--- src/rtl/lane_pkg.sv ---
package lane_pkg;
  localparam int DATA_W = 64;
  localparam int LANES  = DATA_W / 8;
  localparam int OFFS_W = $clog2(LANES);

  typedef enum logic [1:0] {
    SZ_BYTE  = 2'd0,
    SZ_HALF  = 2'd1,
    SZ_WORD  = 2'd2,
    SZ_DWORD = 2'd3
  } accSize_e;

  // strobes from control to datapath
  typedef struct packed {
    logic              fault;
    logic              signExt;
    accSize_e          size;
    logic [OFFS_W-1:0] lowLane;
    logic [LANES-1:0]  laneMask;
  } laneStrobe_t;
endpackage

--- src/rtl/lane_ctrl.sv ---
module lane_ctrl
  import lane_pkg::*;
(
  input  logic              clk,
  input  logic              rstN,
  input  logic [OFFS_W-1:0] addrLow,
  input  accSize_e          size,
  input  logic              accSigned,
  input  logic              bigEnd,
  input  logic              isStore,
  output laneStrobe_t       strobe
);
  logic [OFFS_W:0]    nBytes;
  logic [OFFS_W:0]    endLane;
  logic [OFFS_W:0]    beLow;
  logic [LANES-1:0]   leMask;
  logic [LANES-1:0]   beMask;
  logic               misaligned;

  assign nBytes     = {{OFFS_W{1'b0}}, 1'b1} << size;
  assign endLane    = {1'b0, addrLow} + nBytes;
  assign misaligned = |(addrLow & (nBytes[OFFS_W-1:0] - 1'b1));
  // big-endian: lowest-significance byte sits at the lowest covered lane
  assign beLow      = (OFFS_W+1)'(LANES) - {1'b0, addrLow} - nBytes;

  for (genvar k = 0; k < LANES; k++) begin : g_lane
    localparam logic [OFFS_W:0] LaneIdx = (OFFS_W+1)'(k);
    assign leMask[k] = (LaneIdx >= {1'b0, addrLow}) && (LaneIdx < endLane);
    assign beMask[k] = leMask[LANES-1-k];
  end

  always_comb begin
    strobe.fault    = misaligned;
    strobe.signExt  = accSigned;
    strobe.size     = size;
    strobe.lowLane  = bigEnd ? beLow[OFFS_W-1:0] : addrLow;
    strobe.laneMask = (misaligned || !isStore) ? '0 : (bigEnd ? beMask : leMask);
  end

  // an aligned store enables exactly as many lanes as the size has bytes
  a_r8_mask_popcount: assert property (@(posedge clk) disable iff (!rstN)
    (isStore && !strobe.fault) |-> ($countones(strobe.laneMask) == int'(nBytes)));
  // big-endian covered lanes end at the mirrored offset
  a_r3_be_top_lane: assert property (@(posedge clk) disable iff (!rstN)
    (bigEnd && !strobe.fault) |-> (int'(strobe.lowLane) + int'(nBytes) == LANES - int'(addrLow)));
endmodule

--- src/rtl/lane_dp.sv ---
module lane_dp
  import lane_pkg::*;
(
  input  laneStrobe_t       strobe,
  input  logic [DATA_W-1:0] memRdData,
  input  logic [DATA_W-1:0] storeData,
  output logic [DATA_W-1:0] loadData,
  output logic [DATA_W-1:0] wrData
);
  logic [DATA_W-1:0] shifted;
  logic [DATA_W-1:0] extVal;

  assign shifted = memRdData >> {strobe.lowLane, 3'b000};

  always_comb begin
    unique case (strobe.size)
      SZ_BYTE:  extVal = {{(DATA_W-8){strobe.signExt & shifted[7]}},   shifted[7:0]};
      SZ_HALF:  extVal = {{(DATA_W-16){strobe.signExt & shifted[15]}}, shifted[15:0]};
      SZ_WORD:  extVal = {{(DATA_W-32){strobe.signExt & shifted[31]}}, shifted[31:0]};
      default:  extVal = shifted;
    endcase
  end

  assign loadData = strobe.fault ? '0 : extVal;

  // store lane replication: lane k takes byte (k mod size)
  for (genvar k = 0; k < LANES; k++) begin : g_wr
    logic [7:0] laneByte;
    always_comb begin
      unique case (strobe.size)
        SZ_BYTE: laneByte = storeData[7:0];
        SZ_HALF: laneByte = storeData[8*(k%2) +: 8];
        SZ_WORD: laneByte = storeData[8*(k%4) +: 8];
        default: laneByte = storeData[8*k +: 8];
      endcase
    end
    assign wrData[8*k +: 8] = laneByte;
  end
endmodule

--- src/rtl/mem_lane_align.sv ---
module mem_lane_align
  import lane_pkg::*;
#(
  parameter int ADDR_W  = 64,
  parameter bit OUT_REG = 1'b0
) (
  input  logic              clk,
  input  logic              rstN,
  input  logic              isStore,
  input  logic [ADDR_W-1:0] accAddr,
  input  logic [1:0]        accSize,
  input  logic              accSigned,
  input  logic              bigEnd,
  input  logic [DATA_W-1:0] memRdData,
  input  logic [DATA_W-1:0] storeData,
  output logic [DATA_W-1:0] loadData,
  output logic [DATA_W-1:0] memWrData,
  output logic [LANES-1:0]  byteEn,
  output logic              alignFault
);
  laneStrobe_t       strobe;
  logic [DATA_W-1:0] loadComb;
  logic [DATA_W-1:0] wrComb;
  logic              unusedAddrHi;

  assign unusedAddrHi = ^accAddr[ADDR_W-1:OFFS_W];

  lane_ctrl u_ctrl (
    .clk      (clk),
    .rstN     (rstN),
    .addrLow  (accAddr[OFFS_W-1:0]),
    .size     (accSize_e'(accSize)),
    .accSigned(accSigned),
    .bigEnd   (bigEnd),
    .isStore  (isStore),
    .strobe   (strobe)
  );

  lane_dp u_dp (
    .strobe   (strobe),
    .memRdData(memRdData),
    .storeData(storeData),
    .loadData (loadComb),
    .wrData   (wrComb)
  );

  if (OUT_REG) begin : g_reg
    always_ff @(posedge clk or negedge rstN) begin
      if (!rstN) begin
        loadData   <= '0;
        memWrData  <= '0;
        byteEn     <= '0;
        alignFault <= 1'b0;
      end else begin
        loadData   <= loadComb;
        memWrData  <= wrComb;
        byteEn     <= strobe.laneMask;
        alignFault <= strobe.fault;
      end
    end
    // registered outputs trail the combinational result by one clock
    a_r10_fault_latency: assert property (@(posedge clk) disable iff (!rstN)
      strobe.fault |=> alignFault);
    a_r10_load_latency: assert property (@(posedge clk) disable iff (!rstN)
      !strobe.fault |=> (loadData == $past(loadComb)));
  end else begin : g_comb
    assign loadData   = loadComb;
    assign memWrData  = wrComb;
    assign byteEn     = strobe.laneMask;
    assign alignFault = strobe.fault;
    // combinational variant answers in the same cycle
    a_r10_same_cycle: assert property (@(posedge clk) disable iff (!rstN)
      strobe.fault |-> (alignFault && loadData == '0));
  end

  // a fault never returns load data
  a_r6_fault_zero_load: assert property (@(posedge clk) disable iff (!rstN)
    strobe.fault |-> (loadComb == '0));
  // aligned double word passes through untouched
  a_r5_dword_passthru: assert property (@(posedge clk) disable iff (!rstN)
    (accSize == 2'd3 && !strobe.fault) |-> (loadComb == memRdData));
  // signed byte loads fill upper bits with the value's top bit
  a_r4_byte_sign_fill: assert property (@(posedge clk) disable iff (!rstN)
    (accSize == 2'd0 && accSigned && !strobe.fault) |->
      (loadComb[DATA_W-1:8] == {(DATA_W-8){loadComb[7]}}));
  a_r4_byte_zero_fill: assert property (@(posedge clk) disable iff (!rstN)
    (accSize == 2'd0 && !accSigned) |-> (loadComb[DATA_W-1:8] == '0));
endmodule

--- config.mk ---
export PLATFORM = sky130hd
export DESIGN_NAME = mem_lane_align
export DESIGN_NICKNAME = d
export VERILOG_FILES = /design/src/rtl/lane_pkg.sv /design/src/rtl/lane_ctrl.sv /design/src/rtl/lane_dp.sv /design/src/rtl/mem_lane_align.sv
export SDC_FILE = /design/constraint.sdc
export NUM_CORES = 1
export LEC_CHECK = 0
export ABC_AREA = 1
export BUFFER_PORTS_ARGS = -buffer_cell sky130_fd_sc_hd__buf_2
export CAP_MARGIN = 20
export CORE_AREA = 5 5 126 128
export DETAILED_ROUTE_END_ITERATION = 16
export DIE_AREA = 0 0 131 133
export SYNTH_ARGS = -nofsm -noshare
export SYNTH_HDL_FRONTEND = slang
export SYNTH_SLANG_ARGS = --single-unit
--- constraint.sdc ---
create_clock -name vclk -period 2.5
set_input_delay 0 -clock vclk [all_inputs]
set_output_delay 0 -clock vclk [all_outputs]
set_load 0.005 [all_outputs]
[Word level (Yosys, flattened, before mapping)]
Cells that the tools add are included.
Storage, ports and cells
  bits in registers: 0
  input port bits: 199
  output and inout port bits: 137
  logic and storage cells: 53
Operators by class
  add/sub/neg operators: 4
  $lt $le $gt $ge: 15
  equal/unequal tests: 2
  shift-type cells: 2
  muxes and demuxes: 12
  bitwise gates (word level): 4
  reduce and logical (&&, ||, !) cells: 14
Operators with widths (number)
  64-bit one-hot mux with 3 select lines: 1
  64-bit 2-to-1 mux: 1
  64-bit by 6-bit right shift with 64-bit output: 1
  8-bit one-hot mux with 2 select lines: 3
  8-bit 2-to-1 mux: 5
  8-bit one-hot mux with 3 select lines: 1
  3-bit by 4-bit less-than comparator with 1-bit output, first input constant: 4
  3-bit >= comparator, first input constant: 3
  1-bit by 4-bit less-than comparator with 1-bit output, first input constant: 2
  2-bit by 4-bit less-than comparator with 1-bit output, first input constant: 2
  1-bit logical AND: 7
  1-bit by 3-bit >= comparator with 1-bit output, first input constant: 2
  2-bit by 3-bit >= comparator with 1-bit output, first input constant: 2
  3-bit OR reduction: 2
  3-bit by 4-bit adder with 4-bit output: 1
  2-bit OR reduction: 2
  1-bit by 2-bit left shift with 4-bit output, first input constant: 1
  1-bit AND: 3
  3-bit AND: 1
  3-bit 2-to-1 mux: 1
  1-bit by 3-bit subtractor with 3-bit output, first input constant: 1
  3-bit by 1-bit subtractor with 3-bit output, second input constant: 1
  3-bit subtractor: 1
  2-bit by 1-bit == test with 1-bit output, second input constant: 1
  other kinds (4): 4

[Depth between registers and ports, before layout]
Gate-level depths: netlist (run 1).
  depth after elaboration: 7
  depth in mapped cells: 20
  mapped depth without buffers: 19

[Hierarchy]
Synthesis (run 1) repeated with hierarchy kept, for this count alone.
Second synthesis, totals
  cells, all modules: 817
  area total of the unflattened synthesis: 4207.8 sq um
By module, submodules not included
  lane_dp: times used 1, cells each 708, area an instance 3567.2 sq um, sequential area each 0.0 sq um
  lane_ctrl: times used 1, cells each 109, area an instance 640.6 sq um, sequential area each 0.0 sq um

[Least setup slack after synthesis (run 1)]
Ideal clock, no wire load.
  path type: input -> output
  start point: input accSize[0]
  end point: output loadData[13]
  arrival: 2.210 ns
  required time: 2.500 ns
  path slack: 0.290 ns
  cell stages on the path: 15
  buffers on the path: 3
  path through: inv_1 > ha_1 > clkbuf_1 > inv_1 > ha_1 > ha_1 > nand2_1 > o21ai_1 > inv_2 > buf_2 > clkbuf_1 > nor2_1 > o21ai_0 > nand3_1 > a21oi_1
On the way
  word-level cells in the longest chain between the ends: 7
  elaborated cells between the ends (all ways): 13
  those cells by class: 2 x add/sub; 2 x eq/ne; 2 x shift; 3 x mux; 2 x bitwise; 2 x reduce/logical
Ends and longest elaborated chain
  from (decl): line mem_lane_align.sv:11  | input logic [1:0] accSize,
  1-bit by 2-bit left shift with 4-bit output: line lane_ctrl.sv:20  | assign nBytes = {{OFFS_W{1'b0}}, 1'b1} << size;
  3-bit subtractor: line lane_ctrl.sv:24  | assign beLow = (OFFS_W+1)'(LANES) - {1'b0, addrLow} - nBytes;
  3-bit 2-to-1 mux: line lane_ctrl.sv:36  | strobe.lowLane = bigEnd ? beLow[OFFS_W-1:0] : addrLow;
  64-bit by 6-bit right shift with 64-bit output: line lane_dp.sv:13  | assign shifted = memRdData >> {strobe.lowLane, 3'b000};
  1-bit AND: line lane_dp.sv:17  | SZ_BYTE: extVal = {{(DATA_W-8){strobe.signExt & shifted[7]}}, shifted[7:0]};
  64-bit one-hot mux with 3 select lines: line lane_dp.sv:16  | unique case (strobe.size)
  64-bit 2-to-1 mux *: line lane_dp.sv:24  | assign loadData = strobe.fault ? '0 : extVal;
  to (decl): line mem_lane_align.sv:16  | output logic [DATA_W-1:0] loadData,
Mark *: on every way between the ends. The rest lies on a longest branch, timed or not.

[Worst setup path after layout (run 1)]
  start point: input accSize[1]
  end point: output loadData[14]
The elaborated chain is that of the path after synthesis.

==> impl_results.html, run 1 <==
<table>
<tr><th>Metric</th><th>Value</th></tr>
<tr><th colspan="2">Placed design</th></tr>
<tr><td>Number of cells in the design after placement</td><td>1291</td></tr>
<tr><td>Final Wtd Congestion</td><td>0.953</td></tr>
<tr><td>Port bufs</td><td>273</td></tr>
<tr><td>Worst slack at placement</td><td>37.4 ps</td></tr>
<tr><td>Estimated wirelength of the detail-placed design</td><td>17.8 mm</td></tr>
<tr><th colspan="2">Worst setup path</th></tr>
<tr><td>Top fanout value on the critical path</td><td>59</td></tr>
<tr><td>Setup Crit Path Kind</td><td>in2out</td></tr>
<tr><td>Critical Path RT</td><td>2500 ps</td></tr>
<tr><td>Arrival time worst endpoint</td><td>2350 ps</td></tr>
<tr><td>Category of the worst setup path launch point</td><td>input pin</td></tr>
<tr><td>Critical path capture point type</td><td>primary output</td></tr>
<tr><th colspan="2">STA</th></tr>
<tr><td>Final setup vio count</td><td>0</td></tr>
<tr><td>Headroom to the max-slew limit</td><td>56.9%</td></tr>
<tr><td>Worst Slack Setup Final</td><td>153 ps</td></tr>
<tr><td>Min Tclk post-route</td><td>2350 ps</td></tr>
<tr><td>Final slew viol count</td><td>0</td></tr>
<tr><td>Worst-margin pin slew</td><td>645 ps</td></tr>
<tr><td>Final Hold Violating Endpoints</td><td>0</td></tr>
<tr><td>Maximum clock rate</td><td>426 MHz</td></tr>
<tr><td>Minimum hold slack</td><td>236 ps</td></tr>
<tr><td>Final worst path period share</td><td>93.9%</td></tr>
<tr><th colspan="2">Route</th></tr>
<tr><td>Final routed wire length divided by cell count</td><td>17.2 µm</td></tr>
<tr><td>Pre-antenna DRT Iters</td><td>5</td></tr>
<tr><td>Total Routed Length</td><td>22.2 mm</td></tr>
<tr><td>Total number of vias</td><td>6555</td></tr>
<tr><td>Count of nets left with antenna violations after detail routing</td><td>0</td></tr>
<tr><td>Residual DRC</td><td>0</td></tr>
<tr><td>Number of DRC markers in iteration 0</td><td>701</td></tr>
<tr><td>Via count normalized by instance count</td><td>5.06</td></tr>
<tr><th colspan="2">Floorplanning</th></tr>
<tr><td>Height of the die</td><td>133 µm</td></tr>
<tr><td>Area of the placeable core</td><td>14800 µm²</td></tr>
<tr><td>Full die area</td><td>17400 µm²</td></tr>
<tr><td>Top-level I/O count</td><td>336</td></tr>
<tr><td>Total number of placement rows</td><td>45</td></tr>
<tr><td>Initial Util</td><td>26.9%</td></tr>
<tr><td>Horizontal extent of the die</td><td>131 µm</td></tr>
<tr><th colspan="2">Clock tree</th></tr>
<tr><td>Hold-fix buffer count after cts</td><td>0</td></tr>
<tr><th colspan="2">Synthesis</th></tr>
<tr><td>Portion of netlist area occupied by mux cells</td><td>0%</td></tr>
<tr><td>Share of the synthesized area in compound gates (AO/OA/AOI/OAI)</td><td>33.3%</td></tr>
<tr><td>Cell type with the highest aggregate area in the netlist</td><td>sky130_fd_sc_hd__nand2_1</td></tr>
<tr><td>Synth top area cells</td><td>sky130_fd_sc_hd__nand2_1, sky130_fd_sc_hd__o21ai_0, sky130_fd_sc_hd__inv_1, sky130_fd_sc_hd__nor2_1, sky130_fd_sc_hd__a21oi_1</td></tr>
<tr><td>Area share of the largest cell type after synthesis</td><td>24.4%</td></tr>
<tr><td>Average cell area after synthesis</td><td>4.63 µm²</td></tr>
<tr><td>Part of the Yosys area used for sequential elements</td><td>0%</td></tr>
<tr><td>Area of the mapped netlist</td><td>3970 µm²</td></tr>
<tr><td>Unique cell type count in the Yosys netlist</td><td>28</td></tr>
<tr><td>Main combinational cell family by area after synthesis</td><td>simple AND/OR/NAND/NOR gates</td></tr>
<tr><td>Synthesized netlist net count</td><td>1069</td></tr>
<tr><td>Area share of xor/xnor cells in the synthesized design</td><td>0.221%</td></tr>
<tr><td>Yosys Warn Count</td><td>0</td></tr>
<tr><td>Adder-cell area share of the yosys netlist</td><td>3.78%</td></tr>
<tr><td>Cells after Synth</td><td>858</td></tr>
<tr><td>Area share of and/or/nand/nor cells after synthesis</td><td>44.4%</td></tr>
<tr><th colspan="2">Layout</th></tr>
<tr><td>Number of cells in the finished layout apart from fillers</td><td>1295</td></tr>
<tr><td>Commonest non-fill, non-tap cell in the layout</td><td>sky130_fd_sc_hd__buf_2</td></tr>
<tr><td>Final Net Count</td><td>1320</td></tr>
<tr><td>Share of cells above drive strength 1</td><td>33.0%</td></tr>
<tr><td>Sequential standard cell area</td><td>0 µm²</td></tr>
<tr><td>Most frequent cells in the layout</td><td>sky130_fd_sc_hd__buf_2, sky130_fd_sc_hd__nand2_1, sky130_fd_sc_hd__o21ai_0</td></tr>
<tr><td>Antenna diode count</td><td>0</td></tr>
<tr><td>Clock buffer count</td><td>0</td></tr>
<tr><td>Final core utilization</td><td>39.2%</td></tr>
<tr><td>Flip-flop and latch count</td><td>0</td></tr>
<tr><td>Layout Area Growth over Synthesis</td><td>45.6%</td></tr>
<tr><th colspan="2">Global route</th></tr>
<tr><td>Antenna violations before repair</td><td>2</td></tr>
<tr><td>Global route total overflow</td><td>0</td></tr>
<tr><td>Vias in the first global route</td><td>5631</td></tr>
<tr><td>First-pass GRT wire length</td><td>31.9 mm</td></tr>
<tr><td>Overall fraction of global-route tracks in use</td><td>22.8%</td></tr>
<tr><td>Maximum number of pins on one net before global-route repair</td><td>72</td></tr>
<tr><th colspan="2">Status</th></tr>
<tr><td>Result of the run</td><td>complete, no violations</td></tr>
<tr><th colspan="2">Pwr</th></tr>
<tr><td>Peak ir drop on the vdd network</td><td>0.000125 V</td></tr>
<tr><td>Leak pwr</td><td>3.48 nW</td></tr>
<tr><td>Power per Cell Area</td><td>267 nW/µm²</td></tr>
<tr><td>Power Total</td><td>0.00154 W</td></tr>
<tr><th colspan="2">Job</th></tr>
<tr><td>Maxcap violations</td><td>0</td></tr>
<tr><th colspan="2">Min path</th></tr>
<tr><td>Worst hold path type</td><td>in2out</td></tr>
</table>
==> worst paths after layout <==
check	endpoint	cells past startpoint	start
max	loadData[14]	16	accSize[1]
min	memWrData[0]	2	storeData[0]
==> metrics by stage <==
step | setup TNS [ps] | cell area (µm²)
3_3_place_gp | 0 | 5660
3_5_place_dp | 0 | 5660
5_1_grt | -0.866 | 5780
4_1_cts | 0 | 5660
6_report | 0 | 5780
2_1_floorplan | 0 | 3970
==> where the power goes <==
group	total (W)	switching, W	internal [W]
logic	0.00154	0.000943	0.000602
registers	0	0	0
clock network	0	0	0
total	0.00154	0.000943	0.000602
==> logic make-up (layout without fill, tap and decap cells) <==
family / count (synthesis) / count (layout)
compound gates: 245 / 245
simple gates: 429 / 429
xor+xnor: 1 / 1
buf+inv: 171 / 420
fa+ha+maj: 12 / 12
==> repair_timing <==
action                     4_1_cts  5_1_grt
resized for setup                0       15
setup endpoints to repair        0       58
setup buffers                    0        2
==> worst max-delay path, cell delays in order <==
cell and delay, ps:
sky130_fd_sc_hd__buf_2 90, sky130_fd_sc_hd__inv_1 60, sky130_fd_sc_hd__ha_2 190, sky130_fd_sc_hd__inv_1 70
sky130_fd_sc_hd__nand2_1 70, sky130_fd_sc_hd__nand2_2 100, sky130_fd_sc_hd__inv_1 50, sky130_fd_sc_hd__ha_1 270
sky130_fd_sc_hd__nand2_1 100, sky130_fd_sc_hd__o21ai_4 110, sky130_fd_sc_hd__buf_12 210, sky130_fd_sc_hd__o21ai_0 520
sky130_fd_sc_hd__nand2_1 150, sky130_fd_sc_hd__nand3_1 110, sky130_fd_sc_hd__a21oi_1 70, sky130_fd_sc_hd__buf_2 140
==> layout make-up <==
type                       instances  area [µm²]
fill                            1747        8970
inverter                         100         378
multi-input combinational        687        3310
tap                              188         235
timing repair buffer             320        1860
==> routing by layer <==
layer	track usage [%]	routed length, µm	up-vias
met2	37.4	10200	365
li1	-	-	3277
met1	32.7	9400	2888
met3	2.54	2290	23
met5	0	7	-
met4	2.80	339	2
==> cells in the mapped netlist <==
cell type                    n
sky130_fd_sc_hd__buf_6       4
sky130_fd_sc_hd__nand2_2     5
sky130_fd_sc_hd__clkbuf_1   40
sky130_fd_sc_hd__buf_4      11
sky130_fd_sc_hd__buf_1       4
sky130_fd_sc_hd__nor2_1     86
sky130_fd_sc_hd__nand4_1     1
sky130_fd_sc_hd__o21ai_0   136
sky130_fd_sc_hd__a31oi_1     6
sky130_fd_sc_hd__nor2_2     21
sky130_fd_sc_hd__and2_1      2
sky130_fd_sc_hd__ha_1       12
sky130_fd_sc_hd__o22ai_1     8
sky130_fd_sc_hd__o31ai_1    15
sky130_fd_sc_hd__nand3_1    52
sky130_fd_sc_hd__o21ai_1     7
sky130_fd_sc_hd__nand2_1   258
sky130_fd_sc_hd__a211oi_1    5
sky130_fd_sc_hd__inv_2       4
sky130_fd_sc_hd__nor3_1      2
sky130_fd_sc_hd__a21oi_1    59
sky130_fd_sc_hd__xor2_1      1
sky130_fd_sc_hd__buf_2      12
sky130_fd_sc_hd__nand3_2     2
sky130_fd_sc_hd__inv_1      95
sky130_fd_sc_hd__a31oi_2     1
sky130_fd_sc_hd__a22oi_1     8
sky130_fd_sc_hd__clkinv_1    1
No activity file was read; power rests on OpenSTA's default activity.
==> run 2, diff against run 1 <==
--- a/config.mk
+++ b/config.mk
@@ -5,10 +5,10 @@
 export SDC_FILE = /design/constraint.sdc
 export NUM_CORES = 1
 export LEC_CHECK = 0
-export ABC_AREA = 1
-export BUFFER_PORTS_ARGS = -buffer_cell sky130_fd_sc_hd__buf_2
+export ABC_AREA = 0
+export BUFFER_PORTS_ARGS = -buffer_cell sky130_fd_sc_hd__buf_4
 export CAP_MARGIN = 20
-export CORE_AREA = 5 5 126 128
+export CORE_AREA = 2 2 129 131
 export DETAILED_ROUTE_END_ITERATION = 16
 export DIE_AREA = 0 0 131 133
 export SYNTH_ARGS = -nofsm -noshare
==> run 2 against run 1 <==
The flow now finishes with violations (negative setup slack). Critical path depth decreased by 1. Power grew 28%. Utilization is 3.6 points higher. Cell area rose by 20%. Routed wire length shrank 6.4%. First-iteration DRC count decreased by 56%. Hold slack better by 11 ps. Global-route usage decreased by 0.45 points. Die area stayed put. Non-clock buffer count rose by 22. Flip-flop and latch count unchanged. Worst setup slack got worse by 230 ps. Largest cell class unchanged.
==> impl_results.html, run 2 <==
<table>
<tr><th>Metric</th><th>Value</th></tr>
<tr><th colspan="2">Synthesis</th></tr>
<tr><td>Cells after Synth</td><td>585 (-32%)</td></tr>
<tr><td>Cell type with the highest aggregate area in the netlist</td><td>sky130_fd_sc_hd__mux2_2</td></tr>
<tr><td>Synthesized netlist net count</td><td>796 (-26%)</td></tr>
<tr><td>Yosys Warn Count</td><td>0 (unchanged)</td></tr>
<tr><td>Unique cell type count in the Yosys netlist</td><td>47 (+68%)</td></tr>
<tr><td>Portion of netlist area occupied by mux cells</td><td>29.5% (+30 points)</td></tr>
<tr><td>Share of the synthesized area in compound gates (AO/OA/AOI/OAI)</td><td>36.2% (+2.9 points)</td></tr>
<tr><td>Top cell types by occurrence after synthesis</td><td>sky130_fd_sc_hd__nand2_1, sky130_fd_sc_hd__mux2i_1, sky130_fd_sc_hd__a21oi_1, sky130_fd_sc_hd__mux2_2, sky130_fd_sc_hd__a22oi_1</td></tr>
<tr><td>Most frequent cell after synthesis</td><td>sky130_fd_sc_hd__nand2_1</td></tr>
<tr><td>Average cell area after synthesis</td><td>6.57 µm² (+42%)</td></tr>
<tr><td>Area share of xor/xnor cells in the synthesized design</td><td>2.21% (+2.0 points)</td></tr>
<tr><td>Main combinational cell family by area after synthesis</td><td>compound AO/OA/AOI/OAI gates</td></tr>
<tr><td>Part of the Yosys area used for sequential elements</td><td>0% (unchanged)</td></tr>
<tr><td>Area share of and/or/nand/nor cells after synthesis</td><td>19.0% (-25 points)</td></tr>
<tr><td>Area of the mapped netlist</td><td>3850 µm² (-3.2%)</td></tr>
<tr><td>Adder-cell area share of the yosys netlist</td><td>3.90% (+0.12 points)</td></tr>
<tr><td>Area share of the largest cell type after synthesis</td><td>14.3% (-10 points)</td></tr>
<tr><td>Synth top area cells</td><td>sky130_fd_sc_hd__mux2_2, sky130_fd_sc_hd__mux2i_1, sky130_fd_sc_hd__nand2_1, sky130_fd_sc_hd__a22oi_1, sky130_fd_sc_hd__a21oi_1</td></tr>
<tr><th colspan="2">STA</th></tr>
<tr><td>Headroom to the max-slew limit</td><td>56.1% (-0.89 points)</td></tr>
<tr><td>Setup TNS</td><td>-1450 ps (-1450 ps)</td></tr>
<tr><td>Final Hold Violating Endpoints</td><td>0 (unchanged)</td></tr>
<tr><td>Final slew viol count</td><td>0 (unchanged)</td></tr>
<tr><td>Final worst path period share</td><td>103% (+9.1 points)</td></tr>
<tr><td>Unrepaired setup endpoints after global routing</td><td>true</td></tr>
<tr><td>Maximum clock rate</td><td>389 MHz (-8.8%)</td></tr>
<tr><td>Min Tclk post-route</td><td>2570 ps (+227 ps)</td></tr>
<tr><td>Worst Slack Setup Final</td><td>-73.6 ps (-227 ps)</td></tr>
<tr><td>Final setup vio count</td><td>34 (+34)</td></tr>
<tr><td>Worst-margin pin slew</td><td>659 ps (+14.0 ps)</td></tr>
<tr><th colspan="2">Worst setup path</th></tr>
<tr><td>Worst path max stage delay</td><td>390 ps (-130 ps)</td></tr>
<tr><td>Chain of cells forming the critical path</td><td>buf_8 &gt; inv_4 &gt; ha_4 &gt; inv_4 &gt; ha_4 &gt; ha_4 &gt; xnor2_4 &gt; mux2i_4 &gt; xnor2_4 &gt; mux2_4 &gt; o31ai_4 &gt; buf_6 &gt; clkbuf_16 &gt; a21oi_1 &gt; buf_4</td></tr>
<tr><td>Category of the worst setup path launch point</td><td>input pin</td></tr>
<tr><td>Critical path capture point type</td><td>primary output</td></tr>
<tr><td>Critical-path top delay cell</td><td>sky130_fd_sc_hd__mux2i_4</td></tr>
<tr><td>Buffers and inverters on the worst path</td><td>6 (unchanged)</td></tr>
<tr><td>Most used cell along the critical path</td><td>sky130_fd_sc_hd__ha_4</td></tr>
<tr><td>Critical Path RT</td><td>2500 ps (about the same)</td></tr>
<tr><td>Top fanout value on the critical path</td><td>8 (-86%)</td></tr>
<tr><td>Dominant delay contributor by cell family on the critical path</td><td>multiplexers</td></tr>
<tr><td>Setup Crit Path Kind</td><td>in2out</td></tr>
<tr><td>Arrival time worst endpoint</td><td>2570 ps (+220 ps)</td></tr>
<tr><th colspan="2">Global route</th></tr>
<tr><td>Global route total overflow</td><td>0 (unchanged)</td></tr>
<tr><td>Vias in the first global route</td><td>5425 (-3.7%)</td></tr>
<tr><td>Maximum number of pins on one net before global-route repair</td><td>39 (-46%)</td></tr>
<tr><td>Antenna violations before repair</td><td>2 (unchanged)</td></tr>
<tr><td>Overall fraction of global-route tracks in use</td><td>22.3% (-0.45 points)</td></tr>
<tr><td>First-pass GRT wire length</td><td>30.7 mm (-3.7%)</td></tr>
<tr><th colspan="2">Route</th></tr>
<tr><td>Pre-antenna DRT Iters</td><td>7 (+2)</td></tr>
<tr><td>Total Routed Length</td><td>20.8 mm (-6.4%)</td></tr>
<tr><td>Final routed wire length divided by cell count</td><td>19.3 µm (+12%)</td></tr>
<tr><td>Via count normalized by instance count</td><td>5.16 (+1.9%)</td></tr>
<tr><td>Residual DRC</td><td>0 (unchanged)</td></tr>
<tr><td>Number of DRC markers in iteration 0</td><td>306 (-56%)</td></tr>
<tr><td>Total number of vias</td><td>5558 (-15%)</td></tr>
<tr><td>Count of nets left with antenna violations after detail routing</td><td>0 (unchanged)</td></tr>
<tr><th colspan="2">Floorplanning</th></tr>
<tr><td>Total number of placement rows</td><td>47 (+4.4%)</td></tr>
<tr><td>Initial Util</td><td>23.8% (-3.1 points)</td></tr>
<tr><td>Full die area</td><td>17400 µm² (unchanged)</td></tr>
<tr><td>Horizontal extent of the die</td><td>131 µm (unchanged)</td></tr>
<tr><td>Height of the die</td><td>133 µm (unchanged)</td></tr>
<tr><td>Area of the placeable core</td><td>16200 µm² (+9.6%)</td></tr>
<tr><td>Top-level I/O count</td><td>336 (unchanged)</td></tr>
<tr><th colspan="2">Pwr</th></tr>
<tr><td>Power per Cell Area</td><td>285 nW/µm² (+6.8%)</td></tr>
<tr><td>Peak ir drop on the vdd network</td><td>0.0000977 V (-22%)</td></tr>
<tr><td>Leak pwr</td><td>3.17 nW (-8.8%)</td></tr>
<tr><td>Power Total</td><td>0.00197 W (+28%)</td></tr>
<tr><th colspan="2">Layout</th></tr>
<tr><td>Layout Area Growth over Synthesis</td><td>79.9%</td></tr>
<tr><td>Most frequent cells in the layout</td><td>sky130_fd_sc_hd__buf_4, sky130_fd_sc_hd__nand2_1, sky130_fd_sc_hd__mux2_2</td></tr>
<tr><td>Clock buffer count</td><td>0 (unchanged)</td></tr>
<tr><td>Commonest non-fill, non-tap cell in the layout</td><td>sky130_fd_sc_hd__buf_4</td></tr>
<tr><td>Final Net Count</td><td>1070 (-19%)</td></tr>
<tr><td>Share of cells above drive strength 1</td><td>51.9% (+19 points)</td></tr>
<tr><td>Footprint of the multi-input gates</td><td>3810 µm² (+15%)</td></tr>
<tr><td>Number of cells in the finished layout apart from fillers</td><td>1078 (-17%)</td></tr>
<tr><td>Flip-flop and latch count</td><td>0 (unchanged)</td></tr>
<tr><td>Layout filler cell count</td><td>1682 (-3.7%)</td></tr>
<tr><td>Sequential standard cell area</td><td>0 µm² (unchanged)</td></tr>
<tr><th colspan="2">Placed design</th></tr>
<tr><td>Number of cells in the design after placement</td><td>1070 (-17%)</td></tr>
<tr><td>Estimated wirelength of the detail-placed design</td><td>16.6 mm (-6.7%)</td></tr>
<tr><td>Final Wtd Congestion</td><td>0.891 (-6.5%)</td></tr>
<tr><td>Port bufs</td><td>273 (unchanged)</td></tr>
<tr><th colspan="2">Clock tree</th></tr>
<tr><td>Hold-fix buffer count after cts</td><td>0 (unchanged)</td></tr>
<tr><th colspan="2">Status</th></tr>
<tr><td>Result of the run</td><td>complete, but fails checks</td></tr>
<tr><td>Violated checks</td><td>negative setup slack</td></tr>
<tr><th colspan="2">Min path</th></tr>
<tr><td>Worst hold path type</td><td>in2out</td></tr>
<tr><th colspan="2">Job</th></tr>
<tr><td>Maxcap violations</td><td>0 (unchanged)</td></tr>
</table>
run 2: changes by cell type after synthesis, sizes merged, moves of 33 or more:
cell	delta
o21ai	-114
nand2	-168
mux2i	+52
nand3	-44
mux2	+50
nor2	-79
a22oi	+33
inv	-90
run 2: through the flow:
| step | utilization, % | hold WS, ps | setup WS [ps] | instance area, µm² |
|---|---|---|---|---|
| floorplan | - | 80.8 | 18.3 | 3900 |
| global placement | 40.3 | 244 | -188 | 6530 |
| detailed placement | 40.3 | 243 | -221 | 6530 |
| CTS | 41.9 | 245 | -84.3 | 6780 |
| global route | 42.8 | 263 | -161 | 6920 |
| finish | 42.8 | 247 | -73.6 | 6920 |
run 2: worst paths after layout:
kind                       end         start  cells after the start  slack (ps)
setup / recovery  loadData[38]    accSize[0]                     15         -70
hold / removal    memWrData[0]  storeData[0]                      2         250
run 2: what timing repair did:
action                                  4_1_cts  5_1_grt
pin swaps                                    17       20
gates resized for setup                      35       32
cloned                                        2        1
buffers inserted                              5        1
endpoints found under the setup margin       56       56
run 2: power breakdown:
group	switching [W]	leakage [nW]	internal [W]	total (W)
combinational	0.000967	3.17	0.00101	0.00197
clock	0	0.00000634	0.0000000000538	0.0000000000538
sequential	0	0	0	0
run 2: cell families (layout without fill, tap and decap cells):
group                    after synthesis  count (layout)
AO/OA/AOI/OAI                        213             213
XOR/XNOR                               8               8
adder cells (fa/ha/maj)               12              12
AND/OR/NAND/NOR                      170             170
other                                  0               1
multiplexers                         103             103
buffers and inverters                 79             351
run 2: area by class of cell:
class | instances | share of cell area (%)
multi-input cells | 506 | 55.1
diodes | 1 | 0.0362
inverters | 9 | 0.669
well taps | 220 | 3.98
repair buffers | 342 | 40.2
run 2: layer usage:
layer	wire length [µm]	vias to the layer above	track usage [%]
li1	-	2706	-
met1	8790	2541	30.2
met2	9890	285	37.6
met3	1730	24	3.56
met4	403	2	3.96
met5	13	-	0
==> run 3, diff against run 2 <==
==> constraint.sdc (replaced) <==
create_clock -name vclk -period 2.5
set_input_delay 0.375 -clock vclk [all_inputs]
set_output_delay 0.375 -clock vclk [all_outputs]
set_load 0.005 [all_outputs]
==> run 3 against run 2 <==
The run still ends with negative setup slack left. Flip-flop and latch count unchanged. Non-clock buffer count increased by 30. Maximum frequency decreased by 22%. Combinational power increased by 14%. Power increased by 14%. Routed wire length increased by 3.8%. Hold slack improved by 740 ps. Critical path depth unchanged. Global-route usage increased by 0.51 points. Count of clock-buffer cells in the layout unchanged. Utilization increased by 4.3 points. Sequential share of layout area unchanged.
==> impl_results.html, run 3 (synthesized netlist as in run 2, its figures left out) <==
<table>
<tr><th>Metric</th><th>Value</th></tr>
<tr><th colspan="2">Worst setup path</th></tr>
<tr><td>Worst path max stage delay</td><td>380 ps (about the same)</td></tr>
<tr><td>Setup Crit Path Kind</td><td>in2out</td></tr>
<tr><td>Chain of cells forming the critical path</td><td>buf_12 &gt; inv_16 &gt; ha_4 &gt; inv_4 &gt; ha_4 &gt; ha_4 &gt; xnor2_4 &gt; mux2i_4 &gt; xnor2_4 &gt; mux2_4 &gt; o31ai_4 &gt; buf_6 &gt; buf_12 &gt; a22oi_2 &gt; buf_4</td></tr>
<tr><td>Critical-path top delay cell</td><td>sky130_fd_sc_hd__mux2i_4</td></tr>
<tr><td>Most used cell along the critical path</td><td>sky130_fd_sc_hd__ha_4</td></tr>
<tr><td>Category of the worst setup path launch point</td><td>input pin</td></tr>
<tr><td>Critical Path RT</td><td>2120 ps (-380 ps)</td></tr>
<tr><td>Arrival time worst endpoint</td><td>2900 ps (+330 ps)</td></tr>
<tr><td>Critical path capture point type</td><td>primary output</td></tr>
<tr><td>Top fanout value on the critical path</td><td>8 (unchanged)</td></tr>
<tr><th colspan="2">Placed design</th></tr>
<tr><td>Port bufs</td><td>273 (unchanged)</td></tr>
<tr><td>Worst slack at placement</td><td>-923 ps (-702 ps)</td></tr>
<tr><td>Placed cell areas</td><td>6940 µm² (+6.4%)</td></tr>
<tr><td>Final Wtd Congestion</td><td>0.900 (+1.0%)</td></tr>
<tr><td>Estimated wirelength of the detail-placed design</td><td>17.0 mm (+2.7%)</td></tr>
<tr><th colspan="2">Route</th></tr>
<tr><td>Final routed wire length divided by cell count</td><td>19.5 µm (+1.0%)</td></tr>
<tr><td>Amount of wire on met2 after detailed routing</td><td>10.2 mm (+3.6%)</td></tr>
<tr><td>Pre-antenna DRT Iters</td><td>6 (-1)</td></tr>
<tr><td>Residual DRC</td><td>0 (unchanged)</td></tr>
<tr><td>Met1 Routed Length</td><td>8.97 mm (+2.1%)</td></tr>
<tr><td>Count of nets left with antenna violations after detail routing</td><td>0 (unchanged)</td></tr>
<tr><td>Total number of vias</td><td>5832 (+4.9%)</td></tr>
<tr><td>Total Routed Length</td><td>21.6 mm (+3.8%)</td></tr>
<tr><td>Via count normalized by instance count</td><td>5.27 (+2.2%)</td></tr>
<tr><td>Number of DRC markers in iteration 0</td><td>303 (-0.98%)</td></tr>
<tr><td>Highest routed metal layer</td><td>met4</td></tr>
<tr><td>Metal3 WL</td><td>1.74 mm (+0.87%)</td></tr>
<tr><th colspan="2">STA</th></tr>
<tr><td>Final worst path period share</td><td>131% (+28 points)</td></tr>
<tr><td>Final setup vio count</td><td>72 (+110%)</td></tr>
<tr><td>Worst-margin pin slew</td><td>354 ps (-305 ps)</td></tr>
<tr><td>Min Tclk post-route</td><td>3280 ps (+705 ps)</td></tr>
<tr><td>Unrepaired setup endpoints after global routing</td><td>true</td></tr>
<tr><td>Worst Slack Setup Final</td><td>-779 ps (-705 ps)</td></tr>
<tr><td>Final slew viol count</td><td>0 (unchanged)</td></tr>
<tr><td>Headroom to the max-slew limit</td><td>76.3% (+20 points)</td></tr>
<tr><td>Maximum clock rate</td><td>305 MHz (-22%)</td></tr>
<tr><td>Final Hold Violating Endpoints</td><td>0 (unchanged)</td></tr>
<tr><td>Minimum hold slack</td><td>988 ps (+741 ps)</td></tr>
<tr><th colspan="2">Layout</th></tr>
<tr><td>Flip-flop and latch count</td><td>0 (unchanged)</td></tr>
<tr><td>Final Net Count</td><td>1100 (+2.8%)</td></tr>
<tr><td>Layout filler cell count</td><td>1608 (-4.4%)</td></tr>
<tr><td>Post-route cell area</td><td>7620 µm² (+10%)</td></tr>
<tr><td>Final core utilization</td><td>47.1% (+4.3 points)</td></tr>
<tr><td>Antenna diode count</td><td>0 (-1)</td></tr>
<tr><td>Layout Area Growth over Synthesis</td><td>98.1%</td></tr>
<tr><td>Clock buffer count</td><td>0 (unchanged)</td></tr>
<tr><td>Most frequent cells in the layout</td><td>sky130_fd_sc_hd__buf_4, sky130_fd_sc_hd__nand2_1, sky130_fd_sc_hd__mux2i_1, sky130_fd_sc_hd__mux2_2, sky130_fd_sc_hd__a21oi_2</td></tr>
<tr><td>Share of cells above drive strength 1</td><td>60.0% (+8.1 points)</td></tr>
<tr><td>Sequential standard cell area</td><td>0 µm² (unchanged)</td></tr>
<tr><td>Commonest non-fill, non-tap cell in the layout</td><td>sky130_fd_sc_hd__buf_4</td></tr>
<tr><th colspan="2">Global route</th></tr>
<tr><td>Overall fraction of global-route tracks in use</td><td>22.8% (+0.51 points)</td></tr>
<tr><td>Vias in the first global route</td><td>5572 (+2.7%)</td></tr>
<tr><td>First-pass GRT wire length</td><td>31.3 mm (+2.1%)</td></tr>
<tr><td>Antenna violations before repair</td><td>0 (-2)</td></tr>
<tr><td>Global route total overflow</td><td>0 (unchanged)</td></tr>
<tr><td>Maximum number of pins on one net before global-route repair</td><td>43 (+10%)</td></tr>
<tr><th colspan="2">Floorplanning</th></tr>
<tr><td>Height of the die</td><td>133 µm (unchanged)</td></tr>
<tr><td>Top-level I/O count</td><td>336 (unchanged)</td></tr>
<tr><td>Full die area</td><td>17400 µm² (unchanged)</td></tr>
<tr><td>Total number of placement rows</td><td>47 (unchanged)</td></tr>
<tr><td>Initial Util</td><td>23.8% (unchanged)</td></tr>
<tr><td>Area of the placeable core</td><td>16200 µm² (unchanged)</td></tr>
<tr><td>Horizontal extent of the die</td><td>131 µm (unchanged)</td></tr>
<tr><th colspan="2">Job</th></tr>
<tr><td>Maxcap violations</td><td>0 (unchanged)</td></tr>
<tr><th colspan="2">Pwr</th></tr>
<tr><td>Peak ir drop on the vdd network</td><td>0.000103 V (+5.9%)</td></tr>
<tr><td>Leak pwr</td><td>3.45 nW (+8.7%)</td></tr>
<tr><td>Power per Cell Area</td><td>295 nW/µm² (+3.5%)</td></tr>
<tr><td>Power Total</td><td>0.00225 W (+14%)</td></tr>
<tr><th colspan="2">Min path</th></tr>
<tr><td>Worst hold path type</td><td>in2out</td></tr>
<tr><th colspan="2">Status</th></tr>
<tr><td>Result of the run</td><td>complete, but fails checks</td></tr>
<tr><td>Violated checks</td><td>negative setup slack</td></tr>
<tr><th colspan="2">Clock tree</th></tr>
<tr><td>Hold-fix buffer count after cts</td><td>0 (unchanged)</td></tr>
</table>
-- run 3: path summary, 6_finish.rpt --
kind,depth (start not counted),slack (ps),from,end
setup / recovery,15,-780,accSize[1],loadData[63]
hold / removal,2,990,storeData[0],memWrData[0]
-- run 3: routing by layer --
layer,vias to the layer above,GRT usage (%)
li1,2776,-
met1,2712,30.1
met2,300,38.6
met3,44,3.48
met4,0,5.79
met5,-,0
-- run 3: final cells by class --
cell class | instances | area (µm²) | area share, %
inverters | 9 | 65.1 | 0.854
repair buffers | 372 | 3170 | 41.6
multi-input cells | 506 | 4110 | 53.9
well taps | 220 | 275 | 3.61
-- run 3: power breakdown --
| group | switching [W] | total, W | internal [W] |
|---|---|---|---|
| Clock | 0 | 0 | 0 |
| Sequential | 0 | 0 | 0 |
| Combinational | 0.00108 | 0.00225 | 0.00117 |
| Total | 0.00108 | 0.00225 | 0.00117 |
-- run 3: stage by stage --
step                setup TNS (ps)  instances
floorplan                   -29790        585
global placement            -54130       1086
detailed placement          -54950       1086
CTS                         -45550       1099
global route                -51360       1107
finish                      -45170       1107
-- run 3: critical path: cells and delay by family --
family | cells | cell delay [ps]
XOR/XNOR | 2 | 350
multiplexers | 2 | 730
AO/OA/AOI/OAI | 2 | 290
adder cells (fa/ha/maj) | 3 | 450
buffers and inverters | 6 | 690
-- run 3: repair_timing --
action / in CTS / in global routing
resized for setup: 65 / 36
cloned: 2 / 3
pin swaps: 21 / 16
setup endpoints to repair: 72 / 72
buffers inserted: 11 / 5
